<file path="src/rtl/prt_pkg.sv">
package prt_pkg;

    typedef enum logic [2:0] {
        ST_RUN       = 3'd0,
        ST_LOW_HOLD  = 3'd1,
        ST_HIGH_HOLD = 3'd2,
        ST_ARMED     = 3'd3,
        ST_TEST      = 3'd4
    } prt_state_e;

endpackage

</file>
<file path="src/rtl/prt_edge_sync.sv">
module prt_edge_sync #(
    parameter int SYNC_LEN = 2
) (
    input  logic clk,
    input  logic rst_n,
    input  logic async_i,
    output logic fall_o
);

    logic [SYNC_LEN-1:0] sync_sh;
    logic                prev_q;
    logic                synced;

    assign synced = sync_sh[SYNC_LEN-1];

    always_ff @(posedge clk or negedge rst_n) begin
        if (!rst_n) begin
            sync_sh <= '0;
            prev_q  <= 1'b0;
        end else begin
            sync_sh <= {sync_sh[SYNC_LEN-2:0], async_i};
            prev_q  <= synced;
        end
    end

    // A falling edge is a high previous sample followed by a low current sample.
    assign fall_o = prev_q & ~synced;

endmodule

</file>
<file path="src/rtl/prt_stage_chain.sv">
module prt_stage_chain #(
    parameter int STAGES = 24,
    parameter int SECT_W = 8
) (
    input  logic              clk,
    input  logic              rst_n,
    input  logic              clear_i,
    input  logic              step_full_i,
    input  logic              step_upper_i,
    input  logic              step_sect_i,
    output logic [STAGES-1:0] cnt_o
);

    localparam int NSECT = STAGES / SECT_W;
    localparam int UPPER = STAGES - SECT_W;

    logic [STAGES-1:0] cnt_q;
    logic [STAGES-1:0] sect_next;

    // In test mode every section counts on its own, with no carry between sections.
    for (genvar g = 0; g < NSECT; g++) begin : g_sect
        assign sect_next[g*SECT_W +: SECT_W] = cnt_q[g*SECT_W +: SECT_W] + SECT_W'(1);
    end

    always_ff @(posedge clk or negedge rst_n) begin
        if (!rst_n) begin
            cnt_q <= '0;
        end else if (clear_i) begin
            cnt_q <= '0;
        end else if (step_sect_i) begin
            cnt_q <= sect_next;
        end else if (step_upper_i) begin
            cnt_q[STAGES-1:SECT_W] <= cnt_q[STAGES-1:SECT_W] + UPPER'(1);
        end else if (step_full_i) begin
            cnt_q <= cnt_q + STAGES'(1);
        end
    end

    assign cnt_o = cnt_q;

endmodule

</file>
<file path="src/rtl/prt_pulse_stretch.sv">
module prt_pulse_stretch #(
    parameter int PLEN_W = 4
) (
    input  logic              clk,
    input  logic              rst_n,
    input  logic              active_i,
    input  logic              level_i,
    input  logic [PLEN_W-1:0] len_i,
    output logic              pulse_o
);

    logic              level_q;
    logic [PLEN_W-1:0] remain_q;
    logic              rise;

    assign rise = level_i & ~level_q;

    always_ff @(posedge clk or negedge rst_n) begin
        if (!rst_n) begin
            level_q  <= 1'b0;
            remain_q <= '0;
        end else begin
            level_q <= level_i;
            if (!active_i) begin
                remain_q <= '0;
            end else if (rise) begin
                remain_q <= len_i;
            end else if (remain_q != '0) begin
                remain_q <= remain_q - PLEN_W'(1);
            end
        end
    end

    assign pulse_o = (remain_q != '0);

endmodule

</file>
<file path="src/rtl/prt_ctrl_fsm.sv">
module prt_ctrl_fsm
    import prt_pkg::*;
(
    input  logic       clk,
    input  logic       rst_n,
    input  logic       set_i,
    input  logic       clr_i,
    input  logic       bypass_i,
    input  logic       inh_i,
    input  logic       fall_i,
    output prt_state_e state_o,
    output logic       clear_o,
    output logic       step_full_o,
    output logic       step_upper_o,
    output logic       step_sect_o,
    output logic       active_o,
    output logic       force_o,
    output logic       force_lvl_o
);

    prt_state_e state_q, state_d;
    logic       test_req;
    logic       count_ok;

    assign test_req = bypass_i & set_i & clr_i;

    // Next state: the test request wins, then clear, then set.
    always_comb begin
        state_d = state_q;
        if (test_req) begin
            state_d = ST_TEST;
        end else if (clr_i) begin
            state_d = ST_LOW_HOLD;
        end else if (set_i) begin
            state_d = ST_HIGH_HOLD;
        end else begin
            unique case (state_q)
                ST_RUN:       state_d = ST_RUN;
                ST_LOW_HOLD:  state_d = ST_RUN;
                ST_HIGH_HOLD: state_d = ST_ARMED;
                ST_ARMED:     state_d = fall_i ? ST_RUN : ST_ARMED;
                ST_TEST:      state_d = ST_RUN;
                default:      state_d = ST_RUN;
            endcase
        end
    end

    always_ff @(posedge clk or negedge rst_n) begin
        if (!rst_n) begin
            state_q <= ST_RUN;
        end else begin
            state_q <= state_d;
        end
    end

    // Outputs
    always_comb begin
        active_o     = 1'b0;
        force_o      = 1'b0;
        force_lvl_o  = 1'b0;
        unique case (state_q)
            ST_RUN:       active_o = 1'b1;
            ST_TEST:      active_o = 1'b1;
            ST_LOW_HOLD:  force_o  = 1'b1;
            ST_HIGH_HOLD: begin
                force_o     = 1'b1;
                force_lvl_o = 1'b1;
            end
            ST_ARMED: begin
                force_o     = 1'b1;
                force_lvl_o = 1'b1;
            end
            default: force_o = 1'b1;
        endcase
        count_ok     = active_o & fall_i & ~inh_i & ~set_i & ~clr_i;
        clear_o      = ~test_req & (set_i | clr_i);
        step_sect_o  = test_req & fall_i & ~inh_i;
        step_full_o  = count_ok & ~bypass_i;
        step_upper_o = count_ok & bypass_i;
    end

    assign state_o = state_q;

endmodule

</file>
<file path="src/rtl/prog_ripple_timer.sv">
module prog_ripple_timer
    import prt_pkg::*;
#(
    parameter int STAGES   = 24,
    parameter int SECT_W   = 8,
    parameter int SEL_W    = 4,
    parameter int PLEN_W   = 4,
    parameter int SYNC_LEN = 2
) (
    input  logic              clk,
    input  logic              rst_n,
    input  logic              tmr_in,
    input  logic              set_i,
    input  logic              clr_i,
    input  logic              clk_inh_i,
    input  logic              osc_inh_i,
    input  logic              bypass_i,
    input  logic [SEL_W-1:0]  sel_i,
    input  logic              pulse_en_i,
    input  logic [PLEN_W-1:0] pulse_len_i,
    output logic              dec_out,
    output logic              osc_en_o
);

    localparam int IDX_W = $clog2(STAGES);

    logic              fall;
    logic              clear, step_full, step_upper, step_sect;
    logic              active, force_out, force_lvl;
    logic [STAGES-1:0] cnt_q;
    logic [IDX_W-1:0]  sel_idx;
    logic              sel_bit;
    logic              pulse;
    prt_state_e        state_q;

    prt_edge_sync #(.SYNC_LEN(SYNC_LEN)) u_sync (
        .clk     (clk),
        .rst_n   (rst_n),
        .async_i (tmr_in),
        .fall_o  (fall)
    );

    prt_ctrl_fsm u_fsm (
        .clk          (clk),
        .rst_n        (rst_n),
        .set_i        (set_i),
        .clr_i        (clr_i),
        .bypass_i     (bypass_i),
        .inh_i        (clk_inh_i),
        .fall_i       (fall),
        .state_o      (state_q),
        .clear_o      (clear),
        .step_full_o  (step_full),
        .step_upper_o (step_upper),
        .step_sect_o  (step_sect),
        .active_o     (active),
        .force_o      (force_out),
        .force_lvl_o  (force_lvl)
    );

    prt_stage_chain #(.STAGES(STAGES), .SECT_W(SECT_W)) u_chain (
        .clk          (clk),
        .rst_n        (rst_n),
        .clear_i      (clear),
        .step_full_i  (step_full),
        .step_upper_i (step_upper),
        .step_sect_i  (step_sect),
        .cnt_o        (cnt_q)
    );

    // The code indexes the upper stages. In bypass those stages are the 16-stage counter.
    assign sel_idx = IDX_W'(SECT_W) + IDX_W'(sel_i);
    assign sel_bit = cnt_q[sel_idx];

    prt_pulse_stretch #(.PLEN_W(PLEN_W)) u_pulse (
        .clk      (clk),
        .rst_n    (rst_n),
        .active_i (active),
        .level_i  (sel_bit),
        .len_i    (pulse_len_i),
        .pulse_o  (pulse)
    );

    assign dec_out  = force_out ? force_lvl : (pulse_en_i ? pulse : sel_bit);
    assign osc_en_o = ~(set_i | clr_i | osc_inh_i);

endmodule

</file>
<file path="config.mk">
export PLATFORM = sky130hd
export DESIGN_NAME = prog_ripple_timer
export DESIGN_NICKNAME = d
export VERILOG_FILES = /design/src/rtl/prt_pkg.sv /design/src/rtl/prt_edge_sync.sv /design/src/rtl/prt_stage_chain.sv /design/src/rtl/prt_pulse_stretch.sv /design/src/rtl/prt_ctrl_fsm.sv /design/src/rtl/prog_ripple_timer.sv
export SDC_FILE = /design/constraint.sdc
export NUM_CORES = 1
export LEC_CHECK = 0
export BUFFER_PORTS_ARGS = -buffer_cell sky130_fd_sc_hd__buf_2
export CORE_ASPECT_RATIO = 0.9
export CORE_MARGIN = 2
export CORE_UTILIZATION = 50
export DETAILED_ROUTE_END_ITERATION = 12
export GPL_TIMING_DRIVEN = 0
export PLACE_DENSITY = 0.73
export SETUP_SLACK_MARGIN = 0.1
export SKIP_LAST_GASP = 1
export SYNTH_ARGS = -nofsm -noshare
export SYNTH_HDL_FRONTEND = slang
export SYNTH_HIERARCHICAL = 1
export SYNTH_SLANG_ARGS = --single-unit
</file>
<file path="constraint.sdc">
create_clock -name clk -period 5.7 [get_ports clk]
set_input_delay 0.285 -clock clk [delete_from_list [all_inputs] [get_ports clk]]
set_output_delay 0.285 -clock clk [all_outputs]
set_load 0.01 [all_outputs]
</file>
* Yosys cells after proc, flatten, opt, wreduce, memory -nomap -nowiden
Cells that the tools add are included.
Cells by class: add/sub/neg operators 7, magnitude comparators 1, equality and inequality tests 5, mux-type cells 19, bitwise logic cells 23, reduce and logical (&&, ||, !) cells 7
Operators with widths (number):
- 2-to-1 mux 24 bit | 3
- adder 24 x 1 -> 24 bit (second input constant) | 1
- adder 8 x 1 -> 8 bit (second input constant) | 3
- adder 16 x 1 -> 16 bit (second input constant) | 1
- 2-to-1 mux 16 bit | 1
- AND 1 bit | 13
- 2-to-1 mux 4 bit | 3
- 2-to-1 mux 3 bit | 3
- 2-to-1 mux 8 bit | 1
- inverter 1 bit | 8
- nonzero test 4 bit | 2
- equality test 3 x 2 -> 1 bit (second input constant) | 2
- < comparator 5 x 6 -> 1 bit (second input constant) | 1
- case mux 3 bit (2 select lines) | 1
- adder 4 x 4 -> 5 bit (first input constant) | 1
- binary-select mux 1 bit (select 5 bit) | 1
- 2-to-1 mux 1 bit | 5
- OR reduction 2 bit | 2
- subtractor 4 x 1 -> 4 bit (second input constant) | 1
- equality test 3 bit (second input constant) | 1
- logical NOT 3 bit | 1
- != test 3 x 2 -> 1 bit (second input constant) | 1
- != test 3 bit (second input constant) | 1
- nonzero test 3 bit | 1
- 3 further kinds | 4
Word-level totals: bits in registers 35, input port bits 17, logic and storage cells 69

* Depth between registers and ports, before layout
Gate-level depths: netlist of the first run.
word-level depth 12, mapped depth 8

* By module
Netlist of the first run, hierarchy kept.
By module, submodules not included:
- prt_stage_chain | instances 1, cells each 146, area an instance 1387.6 um^2
- prt_pulse_stretch | instances 1, cells each 26, area an instance 275.3 um^2
- prt_ctrl_fsm | instances 1, cells each 20, area an instance 166.4 um^2
- prog_ripple_timer | instances 1, cells each 13, area an instance 163.9 um^2
- prt_edge_sync | instances 1, cells each 4, area an instance 88.8 um^2

* Worst setup path before layout of the first run
Ideal clock, no wire load.
path kind register to register, start reg u_fsm.state_q[0] (netlist: u_fsm/state_o[0]), end reg u_chain.cnt_q[14] (netlist: u_chain/cnt_o[14]), library setup time 0.132 ns, data arrival time 1.933 ns, data required time 5.568 ns, slack 3.635 ns, cell stages (with the launch flop) 9, clock period less this slack 2.065 ns, cells stage by stage dfrtp_1 > nor2_2 > nand4b_1 > nor2_1 > o211ai_1 > o31ai_2 > nand4b_1 > xor2_1 > nor2_1
On the way: elaborated cells between the ends (all ways) 14
RTL lines:
- start, declared | RTL line prt_ctrl_fsm.sv:21 | prt_state_e state_q, state_d;
- start signal, assigned | RTL line prt_ctrl_fsm.sv:52 | state_q <= state_d;
- equality test 3 bit or logical NOT 3 bit (tied branches) | RTL line prt_ctrl_fsm.sv:61 | unique case (state_q)
- OR reduction 2 bit (no source line) *
- 2-to-1 mux 1 bit * | RTL line prt_ctrl_fsm.sv:61
- named net active | RTL line prog_ripple_timer.sv:29 | logic active, force_out, force_lvl;
- AND 1 bit * (4 in series) | RTL line prt_ctrl_fsm.sv:75 | count_ok = active_o & fall_i & ~inh_i & ~set_i & ~clr_i;
- AND 1 bit * | RTL line prt_ctrl_fsm.sv:78 | step_full_o = count_ok & ~bypass_i;
- named net step_full | RTL line prog_ripple_timer.sv:28 | logic clear, step_full, step_upper, step_sect;
- nonzero test 4 bit (no source line) *
- end signal, assigned | RTL line prt_stage_chain.sv:31 | cnt_q <= sect_next;
- end signal, assigned by index | RTL line prt_stage_chain.sv:33 | cnt_q[STAGES-1:SECT_W] <= cnt_q[STAGES-1:SECT_W] + UPPER'(1);
- end signal, assigned | RTL line prt_stage_chain.sv:35 | cnt_q <= cnt_q + STAGES'(1);
- end, declared | RTL line prt_stage_chain.sv:17 | logic [STAGES-1:0] cnt_q;
The timed path passes the listed nets; every way through them passes the cells marked *. A chain may end at the register's enable or synchronous reset.

* Final worst setup path of the first run
start reg u_fsm.state_q[0] (netlist: u_fsm/state_o[0]), end reg u_chain.cnt_q[20] (netlist: u_chain/cnt_o[20])
Same word-level chain as after synthesis.

==> impl_table.tex, run 1 <==
\begin{tabular}{lr}
\hline
Metric & Value \\
\hline
\multicolumn{2}{l}{\textbf{STA}} \\
Setup TNS after final layout & 0 ns \\
Hold Fails Final Rpt & 0 \\
Number of setup violations in the final report & 0 \\
RSZ-0062 raised after global routing & no \\
Slew at the pin closest to its max-slew limit & 0.765 ns \\
Minimum clock period & 2.64 ns \\
Worst max-slew margin expressed relative to the limit & 0.490 \\
Achievable frequency & 379 MHz \\
Final slew viol count & 0 \\
Crit share post-route & 0.463 \\
Clock skew after layout & 0.00594 ns \\
\multicolumn{2}{l}{\textbf{Worst setup path}} \\
Critical path required time & 5.86 ns \\
Critical R2R Capture & u\_chain/cnt\_o[20] \\
Slowest stage cell, crit path & sky130\_fd\_sc\_hd\_\_o31ai\_2 \\
Type of the setup path with the least slack & flop to flop \\
Crit path from & u\_fsm/state\_o[0] \\
Count of buffer and inverter cells on the critical path & 0 \\
Dominant cell type by count on the critical path & sky130\_fd\_sc\_hd\_\_nor2\_1 \\
Type of origin of the critical path & flop \\
FF-to-FF path depth & 8 \\
Worst-path cell chain & nor2\_2 -> nand4b\_1 -> nor2\_1 -> o211ai\_1 -> o31ai\_2 -> nand3\_1 -> xor2\_1 -> nor2\_1 \\
Cell family contributing the most delay on the critical path & simple AND/OR/NAND/NOR gates \\
Maximum fanout along the worst path & 9 \\
Beginning of the worst register-to-register path & u\_fsm/state\_o[0] \\
Critical path's largest stage delay & 0.63 ns \\
Worst reg2reg setup slack & 3.06 ns \\
Arr. time, crit path & 2.80 ns \\
Endpoint type of the worst setup path & flop \\
\multicolumn{2}{l}{\textbf{Synthesis}} \\
Synth cell types & 52 \\
Compound-Gate Fraction of Synth Area & 0.109 \\
Share of synthesized area spent on multiplexers & 0.0775 \\
Area share of xor/xnor cells in the synthesized design & 0.0925 \\
Summed instance area of the synthesized netlist & 2080 um\^{}2 \\
Post-synth net total & 230 \\
Post-synthesis simple-gate area fraction & 0.252 \\
Top cells by area, synth & sky130\_fd\_sc\_hd\_\_dfrtp\_1, sky130\_fd\_sc\_hd\_\_nor2\_1, sky130\_fd\_sc\_hd\_\_mux4\_1 \\
Main combinational cell family by area after synthesis & simple AND/OR/NAND/NOR gates \\
Async S/R FF share, synth & 1.00 \\
Synthesis Warnings & 6 \\
Number of enable flip-flop cells after synthesis & 0 \\
Commonest register cell after synthesis & sky130\_fd\_sc\_hd\_\_dfrtp\_1 \\
Portion of synthesized cell area occupied by the leading cell type & 0.421 \\
Synthesized instance count & 209 \\
Library cell occupying the most area in the post-synthesis netlist & sky130\_fd\_sc\_hd\_\_dfrtp\_1 \\
Adder-Cell Fraction of Synth Area & 0.0240 \\
Number of synthesized register bits & 35 \\
Sequential share of the synthesized area & 0.421 \\
Mean Syn Cell Area & 9.96 um\^{}2 \\
\multicolumn{2}{l}{\textbf{Clock tree}} \\
H-tree lvl count & 2 \\
Post-CTS setup buffer count & 0 \\
Number of hold buffers added after cts & 0 \\
CTS buffer count & 5 \\
Clock Sink Count & 35 \\
Clock tree from TritonCTS & done \\
Clock slew at the register clock pins of the worst setup and hold paths & 0.07 ns \\
Number of resized instances in the post-cts repair step & 0 \\
Worst skew pair latency & 0.30 ns \\
Root buffer cell & sky130\_fd\_sc\_hd\_\_clkbuf\_8 \\
Max Buffers Root-to-Sink & 2 \\
\multicolumn{2}{l}{\textbf{Routing}} \\
Total via count after detailed routing & 1622 \\
Number of detailed-routing iterations run before antenna repair & 4 \\
DR DRC count & 0 \\
Mean number of vias per cell & 5.73 \\
Antenna-violating nets left & 0 \\
Routed WL per cell & 14.9 um \\
Final WL & 4.22 mm \\
1st-iter DRT viols & 121 \\
\multicolumn{2}{l}{\textbf{Global route}} \\
GR Util All Layers & 0.206 \\
Wire length of the first global-routing pass & 7.33 mm \\
Pin count of the biggest net entering global routing & 36 \\
Via count of the first global-routing pass & 1644 \\
Initial antenna violation count & 0 \\
Global route overflow & 0 \\
\multicolumn{2}{l}{\textbf{Power and ir drop}} \\
Static leakage & 1.06 nW \\
Total chip power & 637 uW \\
Worst vdd ir & 0.148 mV \\
Areal power density over the cells & 271 nW/um\^{}2 \\
\multicolumn{2}{l}{\textbf{Finish}} \\
Fraction of layout instances using a drive strength above 1 & 0.174 \\
Growth of design area from synthesis to finish & 12.9\% \\
Number of nets at the end of the flow & 255 \\
ANT cells & 0 \\
\multicolumn{2}{l}{\textbf{Floorplanning}} \\
Initial Util & 0.515 \\
Std-Cell Core Area & 4050 um\^{}2 \\
Number of primary I/O pins & 19 \\
Die Wd & 72.0 um \\
Count of standard-cell rows & 22 \\
Area enclosed by the die boundary & 4700 um\^{}2 \\
Die outline height & 65.2 um \\
\multicolumn{2}{l}{\textbf{Job}} \\
Count of maximum capacitance violations & 0 \\
\multicolumn{2}{l}{\textbf{Placement}} \\
I/O Buffers & 18 \\
HPWL Detailed & 3.03 mm \\
Final weighted congestion in routability-driven placement & 0.786 \\
\multicolumn{2}{l}{\textbf{Run status}} \\
Outcome & finished, final reports clean \\
\multicolumn{2}{l}{\textbf{Hold path}} \\
Min-delay worst type & input pin to asynchronous set/reset pin \\
\hline
\end{tabular}
## Yosys cell counts (2+ instances only)
master                      instances
sky130_fd_sc_hd__nor3_1             5
sky130_fd_sc_hd__mux4_1             4
sky130_fd_sc_hd__buf_2              2
sky130_fd_sc_hd__mux2i_1            3
sky130_fd_sc_hd__nand3_1           10
sky130_fd_sc_hd__o21bai_1           2
sky130_fd_sc_hd__inv_1              9
sky130_fd_sc_hd__xnor2_1           10
sky130_fd_sc_hd__nand4b_1           2
sky130_fd_sc_hd__o211ai_1           3
sky130_fd_sc_hd__a21oi_1            5
sky130_fd_sc_hd__o2111ai_1          2
sky130_fd_sc_hd__clkbuf_1           2
sky130_fd_sc_hd__a21o_1             2
sky130_fd_sc_hd__nand2b_1           3
sky130_fd_sc_hd__xor2_1            12
sky130_fd_sc_hd__nand2_1           20
sky130_fd_sc_hd__nand4_1            6
sky130_fd_sc_hd__and3_1             6
sky130_fd_sc_hd__o22ai_1            2
sky130_fd_sc_hd__nor2_1            29
sky130_fd_sc_hd__ha_1               4
sky130_fd_sc_hd__o21ai_0            3
sky130_fd_sc_hd__dfrtp_1           35
## routing by layer
layer,track usage,vias to the layer above,part of all wire
met3,0.0445,12,0.046
met2,0.338,36,0.49
met1,0.252,781,0.44
li1,-,793,-
met4,0.111,0,0.025
met5,0,-,0
## placed cells by master, fill, tap and decap left out, drive strengths merged, types with 2 or more instances in the layout
| cell | count |
|---|---|
| mux2i | 3 |
| nand2b | 3 |
| nor2 | 30 |
| xor2 | 12 |
| a21o | 2 |
| o21bai | 2 |
| nand2 | 20 |
| buf | 20 |
| o21ai | 4 |
| ha | 4 |
| nor2b | 2 |
| xnor2 | 10 |
| and3 | 7 |
| nand4b | 2 |
| clkbuf | 8 |
| o22ai | 2 |
| mux2 | 2 |
| inv | 9 |
| nand3 | 11 |
| nor3b | 2 |
| o2111ai | 2 |
| nand4 | 7 |
| o211ai | 3 |
| dfrtp | 35 |
| mux4 | 4 |
| a21oi | 5 |
| nor3 | 5 |
## power by group
group	switching (mW)	total, mW	internal [mW]	leakage (nW)
combinational	0.0626	0.132	0.0692	0.524
clock	0.0923	0.234	0.141	0.0612
sequential	0.0108	0.272	0.261	0.476
## kinds of logic after synthesis
kind of cell,count (synthesis)
compound gates,28
xor+xnor,22
fa+ha+maj,4
buf+inv,13
flops,35
mux,9
simple gates,98
## worst reg2reg max path, stage by stage (launching register included)
cell                       delay [ns]
sky130_fd_sc_hd__dfrtp_1         0.39
sky130_fd_sc_hd__nor2_2          0.26
sky130_fd_sc_hd__nand4b_1        0.16
sky130_fd_sc_hd__nor2_1          0.41
sky130_fd_sc_hd__o211ai_1        0.20
sky130_fd_sc_hd__o31ai_2         0.63
sky130_fd_sc_hd__nand3_1         0.18
sky130_fd_sc_hd__xor2_1          0.21
sky130_fd_sc_hd__nor2_1          0.06
## metrics by stage
| step | instance area [um^2] | util | hold WS (ns) | setup WS [ns] | std cells |
|---|---|---|---|---|---|
| 2_1_floorplan | 2080 | - | -0.0106 | 3.64 | 209 |
| 3_3_place_gp | 2230 | 0.552 | 0.335 | 3.21 | 275 |
| 3_5_place_dp | 2230 | 0.552 | 0.338 | 3.15 | 275 |
| 4_1_cts | 2350 | 0.581 | 0.0878 | 3.12 | 283 |
| 5_1_grt | 2350 | 0.581 | 0.0780 | 2.90 | 283 |
| 6_report | 2350 | 0.581 | 0.0586 | 3.06 | 283 |
## flip-flops by register name (all words and copies together), names as in the netlist
name,flops
u_sync/prev_q,1
u_chain/cnt_o,24
u_pulse/remain_q,4
u_sync/sync_sh,2
u_pulse/level_q,1
u_fsm/state_o,3
## layout make-up
type | count | area (um^2)
Inverter | 9 | 33.8
Sequential cell | 35 | 876
Buffer | 4 | 17.5
Clock buffer | 6 | 82.6
Fill cell | 353 | 1700
Tap cell | 48 | 60.1
Multi-Input combinational cell | 161 | 1150
Timing Repair Buffer | 18 | 90.1
Clock inverter | 2 | 35.0
## how the worst max path moves through the flow
stage / to / cells past startpoint
3_3_place_gp: u_chain/cnt_o[18] / 8
5_1_grt: u_chain/cnt_o[20] / 8
4_1_cts: u_chain/cnt_o[20] / 8
3_5_place_dp: u_chain/cnt_o[20] / 8
6_report: u_chain/cnt_o[20] / 8
2_1_floorplan: u_chain/cnt_o[14] / 8
(Power assumes the default switching activity.)
==> run 2, diff against run 1 <==
- ABC_AREA: not set -> 1
- PLACE_DENSITY: 0.73 -> 0.72
- clock period: 5.7 -> 2.7 ns (I/O delays scaled with it)
==> run 2 against run 1 <==
Compared with the run above:
- via count grew 55%
- wire length grew 39%
- maximum frequency up 8.9%
- cell count increased by 74%
- sequential power increased by 110%
- critical path depth rose by 1
- sequential share of layout area shrank 6.9 points
- global-route usage rose by 1.8 points
- synthesized cell count up 91%
- combinational power is 83% higher
- worst hold slack gained 0.059 ns
- critical endpoint is now u_chain/cnt_o[7]
==> impl_table.tex, run 2 <==
\begin{tabular}{lr}
\hline
Metric & Value \\
\hline
\multicolumn{2}{l}{\textbf{Placement}} \\
HPWL Detailed & 4.47 mm \\
Final weighted congestion in routability-driven placement & 0.979 \\
I/O Buffers & 17 \\
Placement-stage cell area & 2770 um\^{}2 \\
Worst slack at placement & 0.369 ns \\
\multicolumn{2}{l}{\textbf{Worst setup path}} \\
Arr. time, crit path & 2.61 ns \\
Worst-path cell chain & nor2\_2 -> inv\_1 -> nor3\_1 -> inv\_1 -> buf\_6 -> a31oi\_4 -> nand2\_1 -> o21ai\_0 -> a21oi\_1 \\
Count of buffer and inverter cells on the critical path & 3 \\
Dominant cell type by count on the critical path & sky130\_fd\_sc\_hd\_\_inv\_1 \\
Cell family contributing the most delay on the critical path & simple AND/OR/NAND/NOR gates \\
Critical path's largest stage delay & 0.79 ns \\
Type of the setup path with the least slack & flop to flop \\
Critical path required time & 2.89 ns \\
Slowest stage cell, crit path & sky130\_fd\_sc\_hd\_\_nor3\_1 \\
Endpoint type of the worst setup path & flop \\
Maximum fanout along the worst path & 10 \\
Type of origin of the critical path & flop \\
\multicolumn{2}{l}{\textbf{STA}} \\
Final slew viol count & 0 \\
Minimum clock period & 2.42 ns \\
Worst max-slew margin expressed relative to the limit & 0.349 \\
Final setup margin & 0.278 ns \\
Clock skew after layout & 0.00490 ns \\
Crit share post-route & 0.897 \\
Setup TNS after final layout & 0 ns \\
Achievable frequency & 413 MHz \\
RSZ-0062 raised after global routing & no \\
Hold Fails Final Rpt & 0 \\
Slew at the pin closest to its max-slew limit & 0.969 ns \\
Number of setup violations in the final report & 0 \\
\multicolumn{2}{l}{\textbf{Global route}} \\
Via count of the first global-routing pass & 2380 \\
Wire length of the first global-routing pass & 10.1 mm \\
GR Util All Layers & 0.223 \\
Initial antenna violation count & 0 \\
Pin count of the biggest net entering global routing & 36 \\
Global route overflow & 0 \\
\multicolumn{2}{l}{\textbf{Power and ir drop}} \\
Part of the power in combinational logic & 0.199 \\
Register share of total power & 0.472 \\
Switching power & 389 uW \\
Pint & 819 uW \\
Areal power density over the cells & 420 nW/um\^{}2 \\
Worst vdd ir & 0.261 mV \\
Total chip power & 1.21 mW \\
Static leakage & 1.41 nW \\
Clk pwr share & 0.329 \\
Net Sw Frac & 0.322 \\
\multicolumn{2}{l}{\textbf{Routing}} \\
Number of detailed-routing iterations run before antenna repair & 5 \\
DR DRC count & 0 \\
Final WL & 5.89 mm \\
Mean number of vias per cell & 5.12 \\
Antenna-violating nets left & 0 \\
1st-iter DRT viols & 158 \\
Routed WL per cell & 12.0 um \\
Total via count after detailed routing & 2517 \\
\multicolumn{2}{l}{\textbf{Clock tree}} \\
Max Buffers Root-to-Sink & 2 \\
Clock slew at the register clock pins of the worst setup and hold paths & 0.08 ns \\
Clock Sink Count & 35 \\
CTS buffer count & 5 \\
Number of hold buffers added after cts & 2 \\
Clock tree from TritonCTS & done \\
Worst skew pair latency & 0.30 ns \\
Root buffer cell & sky130\_fd\_sc\_hd\_\_clkbuf\_8 \\
Post-CTS setup buffer count & 0 \\
Number of resized instances in the post-cts repair step & 0 \\
H-tree lvl count & 2 \\
\multicolumn{2}{l}{\textbf{Synthesis}} \\
Summed instance area of the synthesized netlist & 2600 um\^{}2 \\
Synth cell count leaders & sky130\_fd\_sc\_hd\_\_nand2\_1, sky130\_fd\_sc\_hd\_\_nor2\_1, sky130\_fd\_sc\_hd\_\_inv\_1, sky130\_fd\_sc\_hd\_\_dfrtp\_1, sky130\_fd\_sc\_hd\_\_nand3\_1 \\
Commonest register cell after synthesis & sky130\_fd\_sc\_hd\_\_dfrtp\_1 \\
Adder-Cell Fraction of Synth Area & 0.0193 \\
Share of synthesized area spent on multiplexers & 0 \\
Area share of xor/xnor cells in the synthesized design & 0.00674 \\
Post-synthesis simple-gate area fraction & 0.450 \\
Post-synth net total & 421 \\
Portion of synthesized cell area occupied by the leading cell type & 0.337 \\
Library cell occupying the most area in the post-synthesis netlist & sky130\_fd\_sc\_hd\_\_dfrtp\_1 \\
Top-count cell post-synth & sky130\_fd\_sc\_hd\_\_nand2\_1 \\
Mean Syn Cell Area & 6.50 um\^{}2 \\
Synthesized instance count & 400 \\
Sequential share of the synthesized area & 0.337 \\
Main combinational cell family by area after synthesis & simple AND/OR/NAND/NOR gates \\
Number of synthesized register bits & 35 \\
Top cells by area, synth & sky130\_fd\_sc\_hd\_\_dfrtp\_1, sky130\_fd\_sc\_hd\_\_nand2\_1, sky130\_fd\_sc\_hd\_\_nor2\_1 \\
Compound-Gate Fraction of Synth Area & 0.0751 \\
Synthesis Warnings & 6 \\
Async S/R FF share, synth & 1.00 \\
Synth cell types & 30 \\
Number of enable flip-flop cells after synthesis & 0 \\
\multicolumn{2}{l}{\textbf{Finish}} \\
Number of nets at the end of the flow & 447 \\
Final cell area excluding filler cells & 2880 um\^{}2 \\
Number of flip-flops in the largest register & 24 \\
Fraction of layout instances using a drive strength above 1 & 0.155 \\
ANT cells & 0 \\
Commonest non-fill, non-tap cell in the layout & sky130\_fd\_sc\_hd\_\_nand2\_1 \\
Top library cells by usage in the layout, fill and taps aside & sky130\_fd\_sc\_hd\_\_nand2\_1, sky130\_fd\_sc\_hd\_\_nor2\_1, sky130\_fd\_sc\_hd\_\_inv\_1 \\
Growth of design area from synthesis to finish & 10.8\% \\
\multicolumn{2}{l}{\textbf{Floorplanning}} \\
Count of standard-cell rows & 24 \\
Die Wd & 80.0 um \\
Initial Util & 0.528 \\
Die outline height & 72.4 um \\
Std-Cell Core Area & 4920 um\^{}2 \\
Area enclosed by the die boundary & 5790 um\^{}2 \\
Number of primary I/O pins & 19 \\
\multicolumn{2}{l}{\textbf{Job}} \\
Count of maximum capacitance violations & 0 \\
\multicolumn{2}{l}{\textbf{Hold path}} \\
Min-delay worst type & input pin to flop \\
\multicolumn{2}{l}{\textbf{Run status}} \\
Outcome & finished, final reports clean \\
\hline
\end{tabular}
[run 2: changes by cell type after synthesis, sizes merged, moves of 4 or more]
cell,delta
a21oi,+10
and3,-7
inv,+54
mux4,-4
nand2,+111
nand3,+28
nor2,+41
o21ai,+13
xnor2,-9
xor2,-11
[run 2: cell type report]
| class | instances | area, um^2 |
|---|---|---|
| multi-input combinational | 296 | 1430 |
| timing repair buffer | 19 | 105 |
| clock buffer | 5 | 68.8 |
| fill | 488 | 2050 |
| tap | 65 | 81.3 |
| buffer | 5 | 43.8 |
| sequential | 35 | 876 |
| clock inverter | 3 | 25.0 |
| inverter | 64 | 248 |
[run 2: tightest hold or removal path, delay by kind of cell]
kind                   cells  cell delay [ns]
and+or+nand+nor            1             0.08
buffers and inverters      2             0.16
[run 2: cells by family (layout without fill, tap and decap cells)]
kind of cell	Yosys count	after routing
DFF	35	35
buffers and inverters	69	96
xor gates and xnor gates	2	2
adders and majority gates	4	4
and+or+nand+nor	256	256
AOI/OAI and AO/OA	34	34
[run 2: final timing paths]
path | from | to | slack [ns] | cells past startpoint
worst max-delay path | u_sync/sync_sh[1] | u_chain/cnt_o[7] | 0.28 | 9
worst min-delay path | bypass_i | u_fsm/state_o[2] | 0.12 | 3
worst max register to register | u_sync/sync_sh[1] | u_chain/cnt_o[7] | 0.28 | 9
worst min register to register | u_sync/sync_sh[0] | u_sync/sync_sh[1] | 0.36 | 0
max in group asynchronous | rst_n | u_chain/cnt_o[18] | 1.75 | 2
min in group asynchronous | rst_n | u_fsm/state_o[1] | 0.45 | 2
[run 2: per-layer routing]
metal | vias to the layer above | GRT usage | part of all wire
met5 | - | 0 | 0
met2 | 67 | 0.375 | 0.44
met1 | 1149 | 0.292 | 0.49
li1 | 1294 | - | -
met3 | 7 | 0.0373 | 0.063
met4 | 0 | 0.0791 | 0.011
[run 2: stage by stage]
| step | utilization | hold slack (ns) | instances |
|---|---|---|---|
| 2_1_floorplan | - | -0.161 | 400 |
| 3_3_place_gp | 0.561 | 0.244 | 482 |
| 3_5_place_dp | 0.561 | 0.248 | 482 |
| 4_1_cts | 0.585 | 0.114 | 492 |
| 5_1_grt | 0.585 | 0.126 | 492 |
| 6_report | 0.585 | 0.118 | 492 |
[run 2: power by group through the flow]
stage	clock, mW	combinational, mW	sequential, mW
6_report	0.397	0.241	0.570
5_1_grt	0.433	0.281	0.573
4_1_cts	0.409	0.242	0.570
3_5_place_dp	0	0.240	0.580
3_3_place_gp	0	0.233	0.580
2_1_floorplan	0	0.176	0.576
==> run 3, diff against run 2 <==
- PLACE_DENSITY: 0.72 -> not set
- PLACE_DENSITY_LB_ADDON: not set -> 0.15
- REMOVE_ABC_BUFFERS: not set -> 1
==> run 3 against run 2 <==
Compared with the run above:
- global-route usage down 0.32 points
- worst hold slack better by 0.014 ns
- largest cell class unchanged
- largest power group unchanged
- cell count fell by 0.81%
- critical path type unchanged
- sequential power barely moved
==> impl_table.tex, run 3 (same netlist as run 2, synthesis figures left out) <==
\begin{tabular}{lr}
\hline
Metric & Value \\
\hline
\multicolumn{2}{l}{\textbf{Worst setup path}} \\
Critical path required time & 2.85 ns \\
Maximum fanout along the worst path & 12 \\
Critical path's largest stage delay & 0.48 ns \\
Type of origin of the critical path & flop \\
Worst-path cell chain & nor2\_2 -> inv\_1 -> nor3\_2 -> inv\_1 -> nand3\_4 -> nand3\_1 -> nor3\_1 -> nor3\_1 \\
Count of buffer and inverter cells on the critical path & 2 \\
Slowest stage cell, crit path & sky130\_fd\_sc\_hd\_\_nor3\_2 \\
Arr. time, crit path & 2.41 ns \\
Endpoint type of the worst setup path & flop \\
Type of the setup path with the least slack & flop to flop \\
Cell family contributing the most delay on the critical path & simple AND/OR/NAND/NOR gates \\
\multicolumn{2}{l}{\textbf{Clock tree}} \\
Post-CTS setup buffer count & 0 \\
Max Buffers Root-to-Sink & 2 \\
Clock tree from TritonCTS & done \\
Clock Sink Count & 35 \\
Clock slew at the register clock pins of the worst setup and hold paths & 0.08 ns \\
Worst skew pair latency & 0.29 ns \\
CTS buffer count & 5 \\
Root buffer cell & sky130\_fd\_sc\_hd\_\_clkbuf\_8 \\
H-tree lvl count & 2 \\
\multicolumn{2}{l}{\textbf{Floorplanning}} \\
Initial Util & 0.528 \\
Area enclosed by the die boundary & 5790 um\^{}2 \\
Count of standard-cell rows & 24 \\
Die Wd & 80.0 um \\
Number of primary I/O pins & 19 \\
Std-Cell Core Area & 4920 um\^{}2 \\
Die outline height & 72.4 um \\
\multicolumn{2}{l}{\textbf{STA}} \\
Number of setup violations in the final report & 0 \\
Hold Fails Final Rpt & 0 \\
Worst max-slew margin expressed relative to the limit & 0.497 \\
RSZ-0062 raised after global routing & no \\
Clock skew after layout & 0.0130 ns \\
Crit share post-route & 0.834 \\
Final slew viol count & 0 \\
Slew at the pin closest to its max-slew limit & 0.755 ns \\
Achievable frequency & 444 MHz \\
Minimum clock period & 2.25 ns \\
Setup TNS after final layout & 0 ns \\
\multicolumn{2}{l}{\textbf{Global route}} \\
Pin count of the biggest net entering global routing & 36 \\
Wire length of the first global-routing pass & 10.0 mm \\
Initial antenna violation count & 0 \\
Via count of the first global-routing pass & 2262 \\
GR Util All Layers & 0.220 \\
Global route overflow & 0 \\
\multicolumn{2}{l}{\textbf{Finish}} \\
ANT cells & 0 \\
Area taken by multi-input logic gates & 1440 um\^{}2 \\
Number of nets at the end of the flow & 443 \\
Number of non-filler instances in the completed layout & 488 \\
Growth of design area from synthesis to finish & 10.4\% \\
Seq. cell area & 876 um\^{}2 \\
Top library cells by usage in the layout, fill and taps aside & sky130\_fd\_sc\_hd\_\_nand2\_1, sky130\_fd\_sc\_hd\_\_nor2\_1, sky130\_fd\_sc\_hd\_\_inv\_1 \\
Commonest non-fill, non-tap cell in the layout & sky130\_fd\_sc\_hd\_\_nand2\_1 \\
Number of flip-flops in the largest register & 24 \\
Utilization of the core after routing & 0.583 \\
Fraction of layout instances using a drive strength above 1 & 0.151 \\
Total of fill cells in the finished design & 487 \\
\multicolumn{2}{l}{\textbf{Power and ir drop}} \\
Switching power & 385 uW \\
Net Sw Frac & 0.297 \\
Part of the power in combinational logic & 0.184 \\
Worst vdd ir & 0.221 mV \\
Areal power density over the cells & 452 nW/um\^{}2 \\
Static leakage & 1.40 nW \\
Pint & 912 uW \\
Total chip power & 1.30 mW \\
Clk pwr share & 0.377 \\
Register share of total power & 0.440 \\
\multicolumn{2}{l}{\textbf{Job}} \\
Count of maximum capacitance violations & 0 \\
\multicolumn{2}{l}{\textbf{Placement}} \\
I/O Buffers & 18 \\
HPWL Detailed & 4.37 mm \\
Number of cells in the design after placement & 478 \\
Final weighted congestion in routability-driven placement & 0.976 \\
\multicolumn{2}{l}{\textbf{Routing}} \\
DR DRC count & 0 \\
Final WL & 5.84 mm \\
Number of detailed-routing iterations run before antenna repair & 5 \\
Antenna-violating nets left & 0 \\
Routed WL per cell & 12.0 um \\
Total via count after detailed routing & 2457 \\
1st-iter DRT viols & 148 \\
Mean number of vias per cell & 5.03 \\
\multicolumn{2}{l}{\textbf{Hold path}} \\
Min-delay worst type & input pin to flop \\
\multicolumn{2}{l}{\textbf{Run status}} \\
Outcome & finished, final reports clean \\
\hline
\end{tabular}
## run 3: worst min-delay path: stages
cell,delay [ns]
sky130_fd_sc_hd__buf_2,0.13
sky130_fd_sc_hd__nand2_1,0.07
sky130_fd_sc_hd__nand2_1,0.05
## run 3: area by class of cell
type	instances	share of cell area
tap	65	0.0283
inverter	64	0.0863
sequential	35	0.305
clock buffer	5	0.0240
multi-input combinational	296	0.501
clock inverter	3	0.0166
timing repair buffer	20	0.0384
## run 3: through the flow
step                area, um^2  hold WS (ns)  setup WS [ns]
CTS                       2860         0.125          0.138
global placement          2730         0.243          0.171
global route              2870         0.137          0.257
floorplan                 2550        -0.161          0.695
detailed placement        2730         0.245          0.148
finish                    2870         0.132          0.447
## run 3: what timing repair did
action / in CTS / in global routing
hold buffers: 2 / 0
endpoints found under the setup margin: 0 / 10
endpoints found under the hold margin: 36 / 0
gates resized for setup: 0 / 2
## run 3: power by group through the flow
stage / sequential (mW) / clock, mW / combinational [mW]
2_1_floorplan: 0.576 / 0 / 0.170
3_3_place_gp: 0.579 / 0 / 0.229
3_5_place_dp: 0.580 / 0 / 0.234
4_1_cts: 0.570 / 0.505 / 0.237
5_1_grt: 0.574 / 0.530 / 0.275
6_report: 0.570 / 0.489 / 0.238
## run 3: final timing paths
| check | slack [ns] | start | cells after the start | end |
|---|---|---|---|---|
| min | 0.13 | set_i | 3 | u_fsm/state_o[1] |
| min reg2reg | 0.36 | u_sync/sync_sh[0] | 0 | u_sync/sync_sh[1] |
| max reg2reg | 0.45 | u_sync/sync_sh[1] | 8 | u_chain/cnt_o[6] |
| max | 0.45 | u_sync/sync_sh[1] | 8 | u_chain/cnt_o[6] |
| max in group asynchronous | 1.77 | rst_n | 2 | u_chain/cnt_o[17] |
| min in group asynchronous | 0.44 | rst_n | 2 | u_sync/prev_q |
## run 3: layer usage
metal,share of wire,GRT usage,vias up,wire length (um)
met5,0,0,-,0
met4,0.0055,0.0603,0,32
met3,0.049,0.0299,3,289
met2,0.45,0.359,65,2640
met1,0.49,0.309,1102,2890
li1,-,-,1287,-
